[src/rtl/sf_pkg.sv]
package sf_pkg;
  localparam int DATA_W = 8;
  localparam int NIB_W  = 4;
  localparam int STAT_W = 8;

  localparam int C_POS  = 0;
  localparam int AC_POS = 1;
  localparam int Z_POS  = 2;
  localparam int OV_POS = 3;
  localparam int PD_POS = 4;
  localparam int TO_POS = 5;

  typedef enum logic [2:0] {
    OP_NONE  = 3'd0,
    OP_ADD   = 3'd1,
    OP_ADC   = 3'd2,
    OP_SUB   = 3'd3,
    OP_SBC   = 3'd4,
    OP_LOGIC = 3'd5,
    OP_ROL   = 3'd6,
    OP_ROR   = 3'd7
  } alu_op_e;

  function automatic logic op_is_arith(alu_op_e op);
    return (op == OP_ADD) || (op == OP_ADC) || (op == OP_SUB) || (op == OP_SBC);
  endfunction

  function automatic logic op_is_sub(alu_op_e op);
    return (op == OP_SUB) || (op == OP_SBC);
  endfunction

  function automatic logic op_is_rot(alu_op_e op);
    return (op == OP_ROL) || (op == OP_ROR);
  endfunction

  // carry-in chosen per class: plain add 0, plain subtract 1, chained forms use stored carry
  function automatic logic op_cin(alu_op_e op, logic c_now);
    logic r;
    case (op)
      OP_SUB:          r = 1'b1;
      OP_ADC, OP_SBC:  r = c_now;
      default:         r = 1'b0;
    endcase
    return r;
  endfunction
endpackage

[src/rtl/sf_carry_chain.sv]
module sf_carry_chain #(
  parameter int W = 8
) (
  input  logic [W-1:0] a_i,
  input  logic [W-1:0] b_i,
  input  logic         cin_i,
  output logic [W:0]   carry_o
);
  assign carry_o[0] = cin_i;
  for (genvar i = 0; i < W; i++) begin : g_bit
    assign carry_o[i+1] = (a_i[i] & b_i[i]) | (a_i[i] & carry_o[i]) | (b_i[i] & carry_o[i]);
  end
endmodule

[src/rtl/sf_alu_flags.sv]
module sf_alu_flags
  import sf_pkg::*;
#(
  parameter int W   = DATA_W,
  parameter int NIB = NIB_W
) (
  input  logic         valid_i,
  input  alu_op_e      op_i,
  input  logic [W-1:0] a_i,
  input  logic [W-1:0] b_i,
  input  logic [W-1:0] res_i,
  input  logic         c_now_i,
  output logic         upd_c_o,
  output logic         upd_ac_o,
  output logic         upd_z_o,
  output logic         upd_ov_o,
  output logic         nxt_c_o,
  output logic         nxt_ac_o,
  output logic         nxt_z_o,
  output logic         nxt_ov_o,
  output logic         nib_carry_o,
  output logic         msb_cin_o,
  output logic         msb_cout_o
);
  logic [W-1:0] b_eff;
  logic [W:0]   chain;
  logic         cin;

  assign b_eff = op_is_sub(op_i) ? ~b_i : b_i;
  assign cin   = op_cin(op_i, c_now_i);

  sf_carry_chain #(.W(W)) u_chain (
    .a_i    (a_i),
    .b_i    (b_eff),
    .cin_i  (cin),
    .carry_o(chain)
  );

  assign nib_carry_o = chain[NIB];
  assign msb_cin_o   = chain[W-1];
  assign msb_cout_o  = chain[W];

  always_comb begin
    upd_c_o  = valid_i & (op_is_arith(op_i) | op_is_rot(op_i));
    upd_ac_o = valid_i & op_is_arith(op_i);
    upd_ov_o = valid_i & op_is_arith(op_i);
    upd_z_o  = valid_i & (op_is_arith(op_i) | (op_i == OP_LOGIC));
    nxt_ac_o = nib_carry_o;
    nxt_ov_o = msb_cin_o ^ msb_cout_o;
    nxt_z_o  = (res_i == '0);
    case (op_i)
      OP_ROL:  nxt_c_o = a_i[W-1];
      OP_ROR:  nxt_c_o = a_i[0];
      default: nxt_c_o = msb_cout_o;
    endcase
  end
endmodule

[src/rtl/sf_pm_flags.sv]
module sf_pm_flags (
  input  logic clk,
  input  logic rst_n,
  input  logic wdt_clr_i,
  input  logic halt_i,
  input  logic wdt_to_i,
  output logic pd_o,
  output logic to_o
);
  always_ff @(posedge clk or negedge rst_n) begin
    if (!rst_n) begin
      pd_o <= 1'b0;
      to_o <= 1'b0;
    end else begin
      if (wdt_clr_i)   pd_o <= 1'b0;
      else if (halt_i) pd_o <= 1'b1;
      if (wdt_to_i)                to_o <= 1'b1;
      else if (wdt_clr_i | halt_i) to_o <= 1'b0;
    end
  end
endmodule

[src/rtl/status_flag_reg.sv]
module status_flag_reg
  import sf_pkg::*;
(
  input  logic              clk,
  input  logic              rst_n,
  input  logic              alu_valid_i,
  input  logic [2:0]        alu_op_i,
  input  logic [DATA_W-1:0] opa_i,
  input  logic [DATA_W-1:0] opb_i,
  input  logic [DATA_W-1:0] res_i,
  input  logic              wdt_clr_i,
  input  logic              halt_i,
  input  logic              wdt_to_i,
  output logic [STAT_W-1:0] status_o
);
  localparam int ARITH_FLAGS = 4;

  alu_op_e op;
  logic    c_q, ac_q, z_q, ov_q, pd_q, to_q;
  logic    upd_c, upd_ac, upd_z, upd_ov;
  logic    nxt_c, nxt_ac, nxt_z, nxt_ov;
  logic    nib_carry, msb_cin, msb_cout;
  logic [ARITH_FLAGS-1:0] upd_vec, nxt_vec, cur_vec;

  assign op = alu_op_e'(alu_op_i);

  sf_alu_flags #(.W(DATA_W), .NIB(NIB_W)) u_alu_flags (
    .valid_i    (alu_valid_i),
    .op_i       (op),
    .a_i        (opa_i),
    .b_i        (opb_i),
    .res_i      (res_i),
    .c_now_i    (c_q),
    .upd_c_o    (upd_c),
    .upd_ac_o   (upd_ac),
    .upd_z_o    (upd_z),
    .upd_ov_o   (upd_ov),
    .nxt_c_o    (nxt_c),
    .nxt_ac_o   (nxt_ac),
    .nxt_z_o    (nxt_z),
    .nxt_ov_o   (nxt_ov),
    .nib_carry_o(nib_carry),
    .msb_cin_o  (msb_cin),
    .msb_cout_o (msb_cout)
  );

  assign upd_vec = {upd_ov, upd_z, upd_ac, upd_c};
  assign nxt_vec = {nxt_ov, nxt_z, nxt_ac, nxt_c};
  assign {ov_q, z_q, ac_q, c_q} = cur_vec;

  for (genvar k = 0; k < ARITH_FLAGS; k++) begin : g_flag
    always_ff @(posedge clk or negedge rst_n) begin
      if (!rst_n)          cur_vec[k] <= 1'b0;
      else if (upd_vec[k]) cur_vec[k] <= nxt_vec[k];
    end
  end

  sf_pm_flags u_pm (
    .clk      (clk),
    .rst_n    (rst_n),
    .wdt_clr_i(wdt_clr_i),
    .halt_i   (halt_i),
    .wdt_to_i (wdt_to_i),
    .pd_o     (pd_q),
    .to_o     (to_q)
  );

  always_comb begin
    status_o         = '0;
    status_o[C_POS]  = c_q;
    status_o[AC_POS] = ac_q;
    status_o[Z_POS]  = z_q;
    status_o[OV_POS] = ov_q;
    status_o[PD_POS] = pd_q;
    status_o[TO_POS] = to_q;
  end
endmodule

[config.mk]
export PLATFORM = sky130hd
export DESIGN_NAME = status_flag_reg
export DESIGN_NICKNAME = d
export VERILOG_FILES = /design/src/rtl/sf_pkg.sv /design/src/rtl/sf_carry_chain.sv /design/src/rtl/sf_alu_flags.sv /design/src/rtl/sf_pm_flags.sv /design/src/rtl/status_flag_reg.sv
export SDC_FILE = /design/constraint.sdc
export NUM_CORES = 1
export LEC_CHECK = 0
export ABC_AREA = 1
export BUFFER_PORTS_ARGS = -buffer_cell sky130_fd_sc_hd__buf_2
export CORE_MARGIN = 2
export CORE_UTILIZATION = 45
export CTS_CLUSTER_DIAMETER = 30
export CTS_CLUSTER_SIZE = 14
export DETAILED_ROUTE_END_ITERATION = 8
export PLACE_DENSITY = 0.86
export RECOVER_POWER = 50
export SLEW_MARGIN = 40
export SYNTH_ARGS = -nofsm -noshare
export SYNTH_HDL_FRONTEND = slang
export SYNTH_HIERARCHICAL = 1
export SYNTH_SLANG_ARGS = --single-unit
[constraint.sdc]
create_clock -name clk -period 3.7 [get_ports clk]
set_clock_uncertainty 0.05 [all_clocks]
set_input_delay 0.555 -clock clk [delete_from_list [all_inputs] [get_ports clk]]
set_output_delay 0.555 -clock clk [all_outputs]
set_load 0.005 [all_outputs]
==> run_results.csv, run 1 <==
group,metric,value,unit
placed_design,numPlacedInstances,195,
critical_path,crit_required,3.83,ns
critical_path,endpoint,"ov_q",
die,start_util,0.475,
timing,hold_violations,0,
routing,drt-met1-wl,656,um
worst_hold_path,hp-class,"primary input to asynchronous set/reset pin",
critical_path,worst-setup-path-type,"primary input to register",
power_and_ir_drop,swShare,0.347,
timing,drv_slew,0,
global_route,first_global_vias,794,
power_and_ir_drop,power_leakage,0.612,nW
routing,viasPerCell,4.42,
routing,num_vias,876,
timing,fin_crit_sh,0.665,
placed_design,place_congestion,0.705,
critical_path,crit_arrival,2.59,ns
die,num_rows,15,
critical_path,slowest_delay,0.39,ns
run_status,status,"finished, final reports clean",
cts,cts_resized,0,
critical_path,end_kind,"register",
critical_path,startpoint,"alu_op_i[1]",
timing,setup_viol,0,
routing,drt_iter0_drc,14,
global_route,grt_max_degree,10,
cells_and_area,diodes,0,
cells_and_area,syn_to_final_growth,17.6,%
power_and_ir_drop,p_clk_frac,0.237,
die,die_x,46.4,um
timing,layout_setup_ws,1.24,ns
critical_path,path_max_fanout,9,
critical_path,reg2reg_setup_slack,1.90,ns
synthesis,synth_area_per_cell,5.63,um^2
global_route,grt_overflow,0,
timing,rsz0062_at_grt,"no",
power_and_ir_drop,power.switching,83.9,uW
cts,post_cts_buffers,0,
cells_and_area,n_fill_cell,188,
cts,clock_latency,0.23,ns
critical_path,r2r-end,"ov_q",
routing,top_layer_used,"met3",
die,dieArea,0.00216,mm^2
cells_and_area,final_layout_size_suffix_gt1_frac,0.283,
power_and_ir_drop,p_per_area,253,mW/mm^2
routing,wl_per_cell,8.03,um
cts,cts_tree,"yes",
timing,tightest_slew,0.510,ns
timing,max_slew_margin,0.660,
cts,cts_buffers,3,
timing,fin_crit,2.46,ns
cells_and_area,final_cells,198,
placed_design,dpl_worst_slack,1.21,ns
die,ioPinCount,41,
routing,routed_wirelength,1590,um
global_route,grt_pass1_wl,2740,um
timing,fin_tns_setup,0,ns
cts,cts_max_path_buffers,2,
cts,cts.clk_slew.worst_paths,0.04,ns
cts,cts.sinks,6,
routing,drc,0,
timing,max_freq,406,MHz
power_and_ir_drop,power_frac_comb,0.430,
routing,drt_pass1_iterations,4,
power_and_ir_drop,ir_worst_vdd,0.108,mV
critical_path,worstRegToRegCells,21,
critical_path,critPathLaunchType,"primary input",
die,core,0.00171,mm^2
global_route,grt_antenna_before_repair,0,
critical_path,reg2reg_from,"c_q",
critical_path,worst_path_most_repeated_cell,"nand2_1",
critical_path,critPathSlowestCell,"clkbuf_1",
cts,htreeDepth,1,
synthesis,synth_area,811,um^2
critical_path,crit_chain,"clkbuf_1 > nand2_1 > nand2_2 > nand3_1 > nand2_1 > nand2_1 > nand2_1 > nand2_1 > nand2_1 > nand2_1 > nand2_1 > nand2_1 > nand2_1 > nand2_1 > nand2_1 > nand2_1 > nand2_1 > nand2_1 > nand2_1 > nand2_2 > a21oi_2 > xor2_1 > nand2_1 > nand2_1",
placed_design,port_buffers,38,
synthesis,netlist_instances,144,
routing,wl_met2,789,um
cts,hold_buffers,0,
routing,detail-route-antenna-nets,0,
placed_design,post-dp-hpwl,1400,um
power_and_ir_drop,p_seq_frac,0.334,
power_and_ir_drop,p_int,157,uW
cts,cts_root_buffer,"clkbuf_4",
routing,met3WireLength,143,um
cells_and_area,nets,208,
global_route,track_usage,0.170,
job,maxCapViolCount,0,
synthesis,ys_warn_count,6,
die,die_y,46.4,um
## worst max-delay path, delay by kind of cell
kind / cells / cell delay, ns
compound gates: 1 / 0.16
buf+inv: 1 / 0.39
xor+xnor: 1 / 0.15
simple gates: 21 / 1.34
## through the flow
stage	utilization	power [mW]	hold WS [ns]	cell area, um^2
finish	0.558	0.241	0.129	953
global route	0.558	0.270	0.144	953
CTS	0.560	0.246	0.0794	957
detailed placement	0.547	0.187	0.334	935
global placement	0.547	0.183	0.328	935
floorplan	-	0.167	0.209	815
## routing by layer
layer / track usage / up-vias
met5: 0 / -
met4: 0.0343 / 0
met3: 0.0314 / 0
met2: 0.347 / 35
met1: 0.172 / 360
li1: - / 481
## final cells by class
class                   count  area, um^2  area share
multi-input cells         102         470       0.493
repair buffers             38         186       0.196
inverters                  24        92.6      0.0971
well taps                  25        31.3      0.0328
clock buffers               3        22.5      0.0236
flip-flops and latches      6         150       0.157
## cells in the final DEF, fill, tap and decap left out, drive strengths merged
master and count:
inv 24, o21ai 1, dfrtp 6, conb 2, clkbuf 6, buf 35, xor2 1, a21oi 3
nor2 14, nand3 20, nand4 2, nand2 56, or2 3
## how the worst min path moves through the flow
stage	cells past startpoint	endpoint	slack [ns]	start
after CTS	1	ov_q	0.08	rst_n
final	1	z_q	0.13	rst_n
after global placement	1	u_pm/pd_o	0.33	rst_n
after floorplan	0	ac_q	0.21	rst_n
after detailed placement	1	u_pm/pd_o	0.33	rst_n
after global routing	1	ov_q	0.14	rst_n
## state kept, by name, summed over array words and instances, names as in the netlist
signal     flops
ac_q           1
c_q            1
ov_q           1
u_pm/pd_o      1
u_pm/to_o      1
z_q            1
## power groups by stage
stage                     Clock (mW)  Sequential, mW  Combinational (mW)
after floorplan                    0          0.0803              0.0869
after global placement             0          0.0817               0.101
after detailed placement           0          0.0815               0.105
after CTS                     0.0596          0.0807               0.105
after global routing          0.0647          0.0821               0.123
final                         0.0571          0.0805               0.104
(Power assumes the default switching activity.)
==> run 2, diff against run 1 <==
--- a/config.mk
+++ b/config.mk
@@ -5,14 +5,14 @@
 export SDC_FILE = /design/constraint.sdc
 export NUM_CORES = 1
 export LEC_CHECK = 0
-export ABC_AREA = 1
+export ABC_AREA = 0
 export BUFFER_PORTS_ARGS = -buffer_cell sky130_fd_sc_hd__buf_2
 export CORE_MARGIN = 2
-export CORE_UTILIZATION = 45
+export CORE_UTILIZATION = 38
 export CTS_CLUSTER_DIAMETER = 30
 export CTS_CLUSTER_SIZE = 14
 export DETAILED_ROUTE_END_ITERATION = 8
-export PLACE_DENSITY = 0.86
+export PLACE_DENSITY = 0.81
 export RECOVER_POWER = 50
 export SLEW_MARGIN = 40
 export SYNTH_ARGS = -nofsm -noshare
==> constraint.sdc (replaced) <==
create_clock -name clk -period 2.2 [get_ports clk]
set_clock_uncertainty 0.05 [all_clocks]
set_input_delay 0.33 -clock clk [delete_from_list [all_inputs] [get_ports clk]]
set_output_delay 0.33 -clock clk [all_outputs]
set_load 0.005 [all_outputs]
==> run_results.csv, run 2 <==
group,metric,value,unit
global_route,first_global_vias,515,
timing,layout_setup_ws,-0.235,ns
critical_path,worst-setup-path-type,"primary input to register",
cells_and_area,layout_commonest_cell,"buf_2",
cells_and_area,post-route-util,0.535,
die,dieArea,0.00213,mm^2
die,num_rows,15,
cts,clock_latency,0.23,ns
die,die_y,46.2,um
global_route,track_usage,0.128,
global_route,grt_antenna_before_repair,0,
timing,hold_violations,0,
synthesis,netlist_instances,76,
die,start_util,0.396,
cts,cts_max_path_buffers,2,
routing,viasPerCell,4.70,
routing,drt_pass1_iterations,4,
routing,routed_wirelength,1410,um
critical_path,crit_arrival,2.50,ns
cells_and_area,final_cells,141,
critical_path,crit_required,2.27,ns
die,ioPinCount,41,
critical_path,path_max_fanout,2,
cells_and_area,fin_area,913,um^2
cts,cts_root_buffer,"clkbuf_4",
timing,max_freq,411,MHz
power_and_ir_drop,power_leakage,0.485,nW
cts,cts.clk_slew.worst_paths,0.04,ns
timing,rsz0062_at_grt,"yes",
cts,htreeDepth,1,
cells_and_area,syn_to_final_growth,35.2,%
cts,cts.sinks,6,
timing,setup_viol,2,
routing,drc,0,
routing,wl_per_cell,9.96,um
cells_and_area,n_fill_cell,162,
cells_and_area,final_cell_mix,"36 x buf_2, 10 x xor2_1, 9 x buf_4",
cts,cts_tree,"yes",
global_route,grt_pass1_wl,1970,um
placed_design,place_congestion,0.761,
job,maxCapViolCount,0,
placed_design,place_area,868,um^2
power_and_ir_drop,ir_worst_vdd,0.203,mV
cells_and_area,final_layout_size_suffix_gt1_frac,0.534,
power_and_ir_drop,p_per_area,515,mW/mm^2
cells_and_area,diodes,0,
critical_path,critPathLaunchType,"primary input",
critical_path,end_kind,"register",
run_status,violations,"setup timing",
placed_design,numPlacedInstances,136,
run_status,status,"finished, violations left",
synthesis,synth_area_per_cell,8.89,um^2
timing,fin_crit,2.43,ns
timing,drv_slew,0,
routing,drt_iter0_drc,12,
routing,num_vias,662,
synthesis,ys_warn_count,6,
global_route,grt_max_degree,8,
global_route,grt_overflow,0,
die,die_x,46.2,um
cells_and_area,nets,151,
synthesis,synth_area,676,um^2
routing,detail-route-antenna-nets,0,
placed_design,port_buffers,38,
placed_design,post-dp-hpwl,1250,um
cts,cts_buffers,3,
timing,fin_crit_sh,1.11,
die,core,0.00171,mm^2
worst_hold_path,hp-class,"primary input to register",
## run 2: cell type report
| class | instances | area (um^2) | area share |
|---|---|---|---|
| Clock buffer | 3 | 22.5 | 0.0247 |
| Multi-Input combinational cell | 59 | 437 | 0.478 |
| Sequential cell | 6 | 150 | 0.164 |
| Tap cell | 25 | 31.3 | 0.0342 |
| Timing Repair Buffer | 48 | 273 | 0.299 |
## run 2: critical path, stage by stage
cell and delay (ns):
buf_6 0.09, or3b_4 0.39, o21ai_4 0.07, xor2_1 0.08, maj3_2 0.29, maj3_2 0.32, o21ai_2 0.17, nand2_2 0.06
maj3_2 0.31, xor2_1 0.14, mux2_4 0.25
## run 2: power by group
part / internal, mW / switching, mW
Combinational: 0.133 / 0.0956
Clock: 0.0613 / 0.0337
Sequential: 0.134 / 0.0136
Total: 0.328 / 0.143
## run 2: what timing repair did
item	4_1_cts	5_1_grt
pin swaps	2	2
setup buffers	0	1
endpoints found under the setup margin	2	2
hold endpoints to repair	6	0
gates resized for setup	2	0
hold buffers	1	0
## run 2: per-stage QoR
step	total power [mW]	hold WS, ns	TNS, ns	setup slack (ns)
finish	0.471	0.210	-0.327	-0.235
global route	0.508	0.200	-0.458	-0.285
CTS	0.474	0.201	-0.327	-0.232
detailed placement	0.372	0.109	-0.884	-0.502
global placement	0.361	0.104	-0.717	-0.430
floorplan	0.317	-0.0156	-0.944	-0.493
## run 2: layer usage
metal  global-route usage  vias up  routed length [um]
met3               0.0157        4                  84
met4               0.0800        0                  16
met5                    0        -                   0
li1                     -      338                   -
met2                0.217       24                 714
met1                0.152      296                 590
## run 2: final timing paths
path	startpoint	end	slack, ns	cells past startpoint
setup reg to reg	c_q	ov_q	-0.18	9
min in group asynchronous	rst_n	ac_q	0.45	2
setup / recovery	alu_op_i[1]	ov_q	-0.23	11
hold / removal	wdt_clr_i	u_pm/pd_o	0.21	2
max in group asynchronous	rst_n	u_pm/pd_o	1.42	2
hold reg to reg	u_pm/to_o	u_pm/to_o	0.42	1
==> run 3, diff against run 2 <==
--- a/config.mk
+++ b/config.mk
@@ -8,14 +8,13 @@
 export ABC_AREA = 0
 export BUFFER_PORTS_ARGS = -buffer_cell sky130_fd_sc_hd__buf_2
 export CORE_MARGIN = 2
-export CORE_UTILIZATION = 38
+export CORE_UTILIZATION = 41
 export CTS_CLUSTER_DIAMETER = 30
 export CTS_CLUSTER_SIZE = 14
 export DETAILED_ROUTE_END_ITERATION = 8
-export PLACE_DENSITY = 0.81
+export PLACE_DENSITY = 0.82
 export RECOVER_POWER = 50
 export SLEW_MARGIN = 40
 export SYNTH_ARGS = -nofsm -noshare
 export SYNTH_HDL_FRONTEND = slang
-export SYNTH_HIERARCHICAL = 1
 export SYNTH_SLANG_ARGS = --single-unit
==> run_results.csv, run 3 <==
group,metric,value,unit
critical_path,r2r-end,"ov_q",
synthesis,synth-edff-count,0,
synthesis,seq_area_frac_synth,0.178,
job,maxCapViolCount,0,
synthesis,synth_area,846,um^2
timing,fin_crit,2.11,ns
critical_path,crit_arrival,2.19,ns
cts,cts.sinks,6,
global_route,grt_use_met3,0.0276,
cells_and_area,regArea,150,um^2
routing,drc,0,
placed_design,place_congestion,0.757,
power_and_ir_drop,p_per_area,425,mW/mm^2
synthesis,ys.flop_type,"dfrtp_1",
die,start_util,0.431,
timing,max_freq,473,MHz
die,die_y,49.4,um
synthesis,async_flop_share,1.00,
global_route,grt_max_degree,10,
synthesis,ys_warn_count,0,
cts,clock_latency,0.25,ns
global_route,grt_overflow,0,
placed_design,post-dp-hpwl,1660,um
cts,htreeDepth,1,
critical_path,path_max_fanout,3,
cts,cts_max_path_buffers,2,
synthesis,synth_common_cells,"10 x nand2_1, 8 x buf_4, 8 x nor2_1, 6 x dfrtp_1, 6 x o21ai_0",
critical_path,worstRegToRegCells,7,
global_route,met1_usage,0.208,
cts,cts_root_buffer,"clkbuf_4",
power_and_ir_drop,power_leakage,0.522,nW
global_route,use_met2,0.315,
timing,fin_crit_sh,0.960,
run_status,status,"finished, final reports clean",
cells_and_area,diodes,0,
worst_hold_path,whs_endpoint,"u_pm.pd_o",
worst_hold_path,min_delay_path_depth,2,
global_route,busiest_layer,"met2",
global_route,grt_pass1_wl,3400,um
die,die_x,49.4,um
global_route,grt_antenna_before_repair,0,
routing,drt_pass1_iterations,4,
cells_and_area,n_fill_cell,211,
timing,layout_setup_ws,0.0880,ns
placed_design,port_buffers,38,
routing,num_vias,899,
cells_and_area,layout_commonest_cell,"buf_2",
critical_path,reg2reg_setup_slack,0.09,ns
die,dieArea,0.00244,mm^2
critical_path,critPathLaunchType,"register",
synthesis,synth.most_common_cell,"nand2_1",
synthesis,synth_top_area_cell,"dfrtp_1",
synthesis,ys_types,46,
timing,drv_slew,0,
die,num_rows,16,
routing,detail-route-antenna-nets,0,
global_route,track_usage,0.176,
cells_and_area,nets,178,
cells_and_area,multi_input_area,623,um^2
critical_path,reg2reg_from,"c_q",
die,core,0.00196,mm^2
synthesis,synth_area_leaders,"dfrtp_1 18%, buf_4 7.1%, xnor2_1 5.2%",
cells_and_area,final_layout_size_suffix_gt1_frac,0.392,
critical_path,worst-setup-path-type,"register to register",
global_route,first_global_vias,834,
worst_hold_path,hp-class,"primary input to register",
cells_and_area,final_cell_mix,"37 x buf_2, 10 x nand2_1, 8 x nor2_1",
synthesis,netlist.area_leader.share,0.178,
cts,cts_buffers,3,
timing,setup_viol,0,
cells_and_area,syn_to_final_growth,28.7,%
cells_and_area,post-route-util,0.555,
synthesis,netlist_instances,105,
critical_path,end_kind,"register",
worst_hold_path,hold_path.startpoint,"wdt_clr_i",
critical_path,crit_required,2.28,ns
power_and_ir_drop,ir_worst_vdd,0.172,mV
timing,rsz0062_at_grt,"yes",
routing,wl_per_cell,11.9,um
synthesis,synth_seq_cells,6,
die,ioPinCount,41,
routing,viasPerCell,5.29,
synthesis,synth_area_per_cell,8.06,um^2
cts,cts_tree,"yes",
routing,drt_iter0_drc,11,
placed_design,dpl_worst_slack,-0.0687,ns
routing,routed_wirelength,2030,um
cts,cts.clk_slew.worst_paths,0.05,ns
timing,hold_violations,0,
run 3: worst max-delay path, stage by stage (launching register included):
cell and delay (ns):
dfrtp_1 0.40, or4b_4 0.51, o2111ai_4 0.09, o211ai_4 0.13, a221oi_4 0.29, o211ai_2 0.12
and3_1 0.17, o31a_1 0.23
run 3: layout make-up:
type,count,share of cell area
clock buffer,3,0.0207
multi-input combinational,86,0.572
timing repair buffer,46,0.231
tap,27,0.0310
sequential,6,0.138
inverter,2,0.00690
run 3: how the worst max path moves through the flow:
stage           startpoint  endpoint  slack [ns]  cells after the start
6_report               c_q      ov_q        0.09                      7
2_1_floorplan  alu_op_i[0]      ov_q        0.06                      8
3_3_place_gp   alu_op_i[0]      ov_q      -0.009                      8
3_5_place_dp   alu_op_i[0]      ov_q       -0.07                      8
5_1_grt                c_q      ov_q       -0.02                      7
4_1_cts                c_q      ov_q        0.05                      7
run 3: cells by family (layout without fill, tap and decap cells):
| logic type | after synthesis | count (layout) | share of synthesized area |
|---|---|---|---|
| mux | 4 | 4 | 0.0473 |
| buf+inv | 14 | 51 | 0.108 |
| xor+xnor | 7 | 7 | 0.0725 |
| flops | 6 | 6 | 0.178 |
| other cells | 1 | 2 | 0.00443 |
| simple gates | 46 | 46 | 0.321 |
| compound gates | 27 | 27 | 0.269 |
run 3: what timing repair did:
action                                  4_1_cts  5_1_grt
hold buffers                                  1        0
setup buffers                                 0        0
endpoints found under the setup margin        0        1
resized for setup                             0        2
hold endpoints to repair                      6        0
run 3: where the power goes:
group / total (mW) / leakage (nW) / internal (mW) / switching [mW]
clock: 0.101 / 0.0138 / 0.0617 / 0.0396
combinational: 0.223 / 0.436 / 0.112 / 0.111
sequential: 0.138 / 0.0724 / 0.127 / 0.0112
total: 0.462 / 0.522 / 0.300 / 0.162
run 3: through the flow:
stage                     total power, mW  setup TNS, ns  hold slack (ns)  area (um^2)  std cells
after floorplan                     0.286              0          -0.0156          850        106
after global placement              0.345       -0.00942            0.104         1040        166
after detailed placement            0.355        -0.0687            0.109         1040        166
after CTS                           0.464              0            0.192         1070        170
after global routing                0.503        -0.0219            0.201         1090        170
final                               0.462              0            0.206         1090        170
run 3: per-layer routing:
metal  vias to the layer above  wire, um
met5                         -         0
met4                         0         0
met3                         0       119
met2                        36      1050
met1                       406       853
li1                        457         -
